<file path="config.mk">
export PLATFORM = sky130hd
export DESIGN_NAME = cst_slave_tx
export DESIGN_NICKNAME = d
export VERILOG_FILES = /design/src/rtl/cst_pkg.sv /design/src/rtl/cst_edge_det.sv /design/src/rtl/cst_hold.sv /design/src/rtl/cst_shift.sv /design/src/rtl/cst_slave_tx.sv
export SDC_FILE = /design/constraint.sdc
export NUM_CORES = 1
export LEC_CHECK = 0
export ABC_CLOCK_PERIOD_IN_PS = 3800
export BUFFER_PORTS_ARGS = -buffer_cell sky130_fd_sc_hd__buf_2
export CAP_MARGIN = 25
export CORE_UTILIZATION = 35
export CTS_BUF_LIST = sky130_fd_sc_hd__clkbuf_8
export DETAILED_ROUTE_END_ITERATION = 12
export HOLD_SLACK_MARGIN = 0.02
export PLACE_DENSITY = 0.52
export SYNTH_ARGS = -nofsm -noshare
export SYNTH_HDL_FRONTEND = slang
export SYNTH_SLANG_ARGS = --single-unit
</file>
<file path="constraint.sdc">
create_clock -name clk -period 3.8 [get_ports clk]
set_clock_uncertainty 0.15 [all_clocks]
set_input_delay 0.57 -clock clk [delete_from_list [all_inputs] [get_ports clk]]
set_output_delay 0.57 -clock clk [all_outputs]
set_load 0.01 [all_outputs]
</file>
<file path="src/rtl/cst_pkg.sv">
package cst_pkg;
  typedef enum logic {
    EDGE_SYNC   = 1'b0,
    EDGE_DIRECT = 1'b1
  } edge_path_e;

  function automatic int unsigned cnt_width(input int unsigned data_w);
    return $clog2(data_w + 2);
  endfunction
endpackage

</file>
<file path="src/rtl/cst_edge_det.sv">
module cst_edge_det #(
  parameter int unsigned SYNC_STAGES = 2
) (
  input  logic              clk,
  input  logic              rst_n,
  input  logic              sck_i,
  input  cst_pkg::edge_path_e path_i,
  output logic              fall_o,
  output logic              rise_o
);
  localparam int unsigned LAST = SYNC_STAGES - 1;

  logic [SYNC_STAGES-1:0] sync_q;
  logic                   sync_prev_q;
  logic                   raw_prev_q;
  logic                   s_fall, s_rise, d_fall, d_rise;

  generate
    if (SYNC_STAGES > 1) begin : g_chain
      always_ff @(posedge clk or negedge rst_n) begin
        if (!rst_n) sync_q <= '1;
        else        sync_q <= {sync_q[SYNC_STAGES-2:0], sck_i};
      end
    end else begin : g_single
      always_ff @(posedge clk or negedge rst_n) begin
        if (!rst_n) sync_q <= '1;
        else        sync_q <= sck_i;
      end
    end
  endgenerate

  always_ff @(posedge clk or negedge rst_n) begin
    if (!rst_n) begin
      sync_prev_q <= 1'b1;
      raw_prev_q  <= 1'b1;
    end else begin
      sync_prev_q <= sync_q[LAST];
      raw_prev_q  <= sck_i;
    end
  end

  always_comb begin
    s_fall = sync_prev_q & ~sync_q[LAST];
    s_rise = ~sync_prev_q & sync_q[LAST];
    d_fall = raw_prev_q & ~sck_i;
    d_rise = ~raw_prev_q & sck_i;
    fall_o = (path_i == cst_pkg::EDGE_DIRECT) ? d_fall : s_fall;
    rise_o = (path_i == cst_pkg::EDGE_DIRECT) ? d_rise : s_rise;
  end
endmodule

</file>
<file path="src/rtl/cst_hold.sv">
module cst_hold #(
  parameter int unsigned WORD_W = 10
) (
  input  logic              clk,
  input  logic              rst_n,
  input  logic              flush_i,
  input  logic              put_i,
  input  logic [WORD_W-1:0] put_word_i,
  input  logic              take_i,
  output logic              full_o,
  output logic [WORD_W-1:0] word_o
);
  always_ff @(posedge clk or negedge rst_n) begin
    if (!rst_n) begin
      full_o <= 1'b0;
      word_o <= '0;
    end else if (flush_i) begin
      full_o <= 1'b0;
    end else if (put_i) begin
      full_o <= 1'b1;
      word_o <= put_word_i;
    end else if (take_i) begin
      full_o <= 1'b0;
    end
  end
endmodule

</file>
<file path="src/rtl/cst_shift.sv">
module cst_shift #(
  parameter int unsigned DATA_W = 8
) (
  input  logic            clk,
  input  logic            rst_n,
  input  logic            flush_i,
  input  logic            load_i,
  input  logic [DATA_W+1:0] load_word_i,
  input  logic            fall_i,
  input  logic            rise_i,
  output logic            idle_o,
  output logic            sdo_o
);
  localparam int unsigned CNT_W = cst_pkg::cnt_width(DATA_W);
  localparam logic [CNT_W-1:0] LEN8 = CNT_W'(DATA_W);
  localparam logic [CNT_W-1:0] LEN9 = CNT_W'(DATA_W + 1);

  logic [DATA_W:0]  sh_q;
  logic [CNT_W-1:0] cnt_q;
  logic             pend_q;

  assign idle_o = (cnt_q == '0) && !pend_q;

  always_ff @(posedge clk or negedge rst_n) begin
    if (!rst_n) begin
      sh_q   <= '0;
      cnt_q  <= '0;
      pend_q <= 1'b0;
      sdo_o  <= 1'b1;
    end else if (flush_i) begin
      cnt_q  <= '0;
      pend_q <= 1'b0;
    end else if (load_i) begin
      sh_q  <= load_word_i[DATA_W:0];
      cnt_q <= load_word_i[DATA_W+1] ? LEN9 : LEN8;
    end else if (fall_i && cnt_q != '0) begin
      sdo_o  <= sh_q[0];
      sh_q   <= {1'b0, sh_q[DATA_W:1]};
      cnt_q  <= cnt_q - 1'b1;
      pend_q <= 1'b1;
    end else if (rise_i) begin
      pend_q <= 1'b0;
    end
  end
endmodule

</file>
<file path="src/rtl/cst_slave_tx.sv">
module cst_slave_tx #(
  parameter int unsigned DATA_W      = 8,
  parameter int unsigned SYNC_STAGES = 2
) (
  input  logic              clk,
  input  logic              rst_n,
  input  logic              core_sleep,
  input  logic              port_en,
  input  logic              sync_mode,
  input  logic              clk_master,
  input  logic              tx_en,
  input  logic              rx_cont_en,
  input  logic              rx_single_en,
  input  logic              nine_en,
  input  logic              ninth_bit,
  input  logic              ready_irq_en,
  input  logic              wr_valid,
  output logic              wr_ready,
  input  logic [DATA_W-1:0] wr_data,
  input  logic              sck,
  output logic              sdo,
  output logic              tx_ready,
  output logic              irq_wake
);
  localparam int unsigned WORD_W = DATA_W + 2;

  logic              active, accept, sh_idle, hold_full;
  logic              sh_load, hold_put, hold_take, fall, rise;
  logic [WORD_W-1:0] in_word, hold_word, load_word;
  cst_pkg::edge_path_e path;

  assign path    = core_sleep ? cst_pkg::EDGE_DIRECT : cst_pkg::EDGE_SYNC;
  assign active  = port_en & sync_mode & ~clk_master & tx_en & ~rx_cont_en & ~rx_single_en;
  assign wr_ready = active & ~hold_full & ~core_sleep;
  assign accept  = wr_valid & wr_ready;
  assign in_word = {nine_en, ninth_bit, wr_data};

  assign hold_take = active & hold_full & sh_idle;
  assign hold_put  = accept & ~sh_idle;
  assign sh_load   = hold_take | (accept & sh_idle);
  assign load_word = hold_full ? hold_word : in_word;

  assign tx_ready = ~hold_full;
  assign irq_wake = tx_ready & ready_irq_en;

  cst_edge_det #(.SYNC_STAGES(SYNC_STAGES)) u_edge (
    .clk    (clk),
    .rst_n  (rst_n),
    .sck_i  (sck),
    .path_i (path),
    .fall_o (fall),
    .rise_o (rise)
  );

  cst_hold #(.WORD_W(WORD_W)) u_hold (
    .clk        (clk),
    .rst_n      (rst_n),
    .flush_i    (~active),
    .put_i      (hold_put),
    .put_word_i (in_word),
    .take_i     (hold_take),
    .full_o     (hold_full),
    .word_o     (hold_word)
  );

  cst_shift #(.DATA_W(DATA_W)) u_shift (
    .clk         (clk),
    .rst_n       (rst_n),
    .flush_i     (~active),
    .load_i      (sh_load),
    .load_word_i (load_word),
    .fall_i      (fall),
    .rise_i      (rise),
    .idle_o      (sh_idle),
    .sdo_o       (sdo)
  );
endmodule

</file>
==> results.sh <==
export IMPL_yosys_area_share_simple_pct=13.6
export IMPL_cts_resized=0
export IMPL_dr_pass1_iters=4
export IMPL_postCtsHoldBufs=0
export IMPL_grt_ovfl_total=0
export IMPL_cts_sinks=29
export IMPL_vias=999
export IMPL_netlist_area_sq_um=1400
export IMPL_rows=22
export IMPL_htree_levels=2
export IMPL_synth_top_area_cell="dfrtp_1"
export IMPL_antenna_cells=0
export IMPL_synthesis_nets=136
export IMPL_finalCritPeriodShare_pct=60.6
export IMPL_timing_hold_violations_final=0
export IMPL_slew_headroom_pct=49.2
export IMPL_cp_end_kind="register"
export IMPL_combPwrFrac_pct=5.0
export IMPL_max_cap_violations=0
export IMPL_switching_power_uw=131
export IMPL_grt_pass1_wl_um=4710
export IMPL_grt_pass1_vias=1006
export IMPL_ir_worst_vdd_uv=204
export IMPL_synth_async_reset_ratio_pct=100
export IMPL_drc_errors=0
export IMPL_required_ns=3.87
export IMPL_run_status="finished, final reports clean"
export IMPL_fp_dieArea_sq_um=4260
export IMPL_gp_congestion=0.766
export IMPL_reg2reg_depth=6
export IMPL_drt_total_wl_um=2750
export IMPL_multi_input_area_sq_um=644
export IMPL_post_place_cells=184
export IMPL_clk_transition_reported_paths_ns=0.06
export IMPL_avgSynthCellArea_sq_um=12.4
export IMPL_yosysWarnings=0
export IMPL_final_max_slew_viol_count=0
export IMPL_pwr_share_clk_pct=42.4
export IMPL_dieWidth_um=65.3
export IMPL_synthCells=113
export IMPL_hold_class="in2async"
export IMPL_initial_utilization_pct=37.4
export IMPL_final_cells=191
export IMPL_power_density_nw_per_um2=359
export IMPL_cts_setup_buffers=0
export IMPL_fill_cells=376
export IMPL_finalInstanceArea_sq_um=1660
export IMPL_placed_area_sq_um=1580
export IMPL_grt_antenna_before_repair=0
export IMPL_grt_max_degree=30
export IMPL_portBuffers=25
export IMPL_synth_edff_count=0
export IMPL_yosysTopAreaCellShare_pct=44.6
export IMPL_drtIter0Drc=46
export IMPL_synth_top_family_by_area="multiplexers"
export IMPL_synth_mux_area_share_pct=16.0
export IMPL_fin_util_pct=44.4
export IMPL_crit_arrival_ns=2.37
export IMPL_tns_ns=0
export IMPL_yosys_top_cells_area="dfrtp_1 (45%), mux2_2 (8.8%), dfstp_2 (7.5%)"
export IMPL_dp_hpwl_um=1920
export IMPL_tritoncts="built"
export IMPL_clock_latency_ns=0.28
export IMPL_antenna_left=0
export IMPL_ys_types=37
export IMPL_finalSetupViolCount=0
export IMPL_nets=166
export IMPL_p_int_uw=467
export IMPL_avgRoutedWirePerCell_um=14.4
export IMPL_power_frac_seq_pct=52.6
export IMPL_area_growth_pct=18.6
export IMPL_tightest_slew_ns=0.763
export IMPL_crit_type="reg2reg"
export IMPL_core_sq_um=3740
export IMPL_startpoint_type="register"
export IMPL_clock_path_buffers=2
export IMPL_yosys_register_bits=29
export IMPL_synth_fa_ha_area_share_pct=0.893
export IMPL_track_usage_pct=15.3
export IMPL_clockRootBuffer="clkbuf_8"
export IMPL_die_h_um=65.3
export IMPL_synth_xor_area_share_pct=1.25
export IMPL_rsz0062_at_grt="false"
export IMPL_fmax_ghz=0.434
export IMPL_fin_crit_ns=2.30
export IMPL_yosysSeqAreaShare_pct=52.1
export IMPL_drive_gt1_share_pct=42.7
export IMPL_switching_share_pct=21.9
export IMPL_synth_compound_area_share_pct=14.3
export IMPL_synthTopCellsByCount="dfrtp_1 (25), mux2_2 (11), nand2_1 (11), mux2i_1 (10), o221a_2 (8)"
export IMPL_seqCellArea_sq_um=731
export IMPL_synth_main_ff_cell="dfrtp_1"
export IMPL_yosysMostFrequentCell="dfrtp_1"
export IMPL_pin_count=26
export IMPL_p_leak_uw=0.000757
export IMPL_viasPerCell=5.23
export IMPL_cts_buffers=5
export IMPL_critPathMaxFanout=9
-- through the flow --
stage / setup slack [ns] / power, uW / hold slack (ns)
2_1_floorplan: 1.82 / 329 / 0.124
3_3_place_gp: 1.52 / 350 / 0.215
3_5_place_dp: 1.50 / 350 / 0.220
4_1_cts: 1.52 / 607 / 0.178
5_1_grt: 1.24 / 628 / 0.206
6_report: 1.50 / 597 / 0.158
-- layer usage --
| layer | global-route usage, % | share of wire [%] | vias up |
|---|---|---|---|
| li1 | - | - | 482 |
| met1 | 18.5 | 47 | 478 |
| met2 | 23.3 | 45 | 33 |
| met3 | 6.42 | 6.8 | 6 |
| met4 | 7.34 | 2.0 | 0 |
| met5 | 0 | 0 | - |
-- registers in the layout (all words and copies together), names as in the netlist --
register	cells
u_hold.word_o	10
u_shift.sh_q	9
u_shift.cnt_q	4
u_edge.sync_q	2
u_edge.sync_prev_q	1
u_hold.full_o	1
u_shift.pend_q	1
u_shift.sdo_o	1
-- kinds of logic (layout without fill, tap and decap cells) --
| group | count (synthesis) | count (layout) |
|---|---|---|
| fa+ha+maj | 1 | 1 |
| mux | 21 | 21 |
| compound gates | 22 | 22 |
| buf+inv | 6 | 36 |
| flops | 29 | 29 |
| simple gates | 32 | 32 |
| xor+xnor | 2 | 2 |
-- critical path, cell delays in order, from the launching register on --
cell	delay [ns]
dfrtp_1	0.40
inv_1	0.07
ha_1	0.23
nor4b_2	0.37
o2111ai_1	0.32
a21oi_2	0.44
o221a_2	0.27
-- worst paths after layout --
kind	start	to	slack, ns
hold reg to reg	u_edge.sync_q[1]	u_edge.sync_prev_q	0.23
hold / removal	rst_n	u_shift.sh_q[1]	0.16
setup reg to reg	u_shift.cnt_q[0]	u_shift.sh_q[0]	1.50
max in group asynchronous	rst_n	u_shift.cnt_q[2]	2.93
min in group clk	u_edge.sync_q[1]	u_edge.sync_prev_q	0.23
setup / recovery	u_shift.cnt_q[0]	u_shift.sh_q[0]	1.50
-- layout by cell type, fill, tap and decap left out, types with 2 or more instances in the layout --
cell      instances
clkbuf_8          6
nand2_1          11
dfstp_2           4
inv_1             5
nor3_1            2
mux2_2           11
a21oi_1           3
buf_2            25
xnor2_1           2
dfrtp_1          25
mux2i_1          10
o22ai_1           2
o211ai_1          2
o221a_2           8
nor2_1            4
nand3b_1          2
-- area by class of cell --
cell class,count,area share (%)
clock buffer,6,4.97
clock inverter,1,0.226
inverter,4,0.904
multi-input combinational,78,38.8
sequential,29,44.0
tap,48,3.61
timing repair buffer,25,7.53
-- power groups by stage --
stage | Sequential, uW | Combinational (uW) | Clock, uW
after floorplan | 319 | 10.1 | 0
after global placement | 319 | 30.3 | 0
after detailed placement | 320 | 30.8 | 0
after CTS | 314 | 30.9 | 262
after global routing | 314 | 34.4 | 279
final | 314 | 29.9 | 253
(Power assumes the default switching activity.)
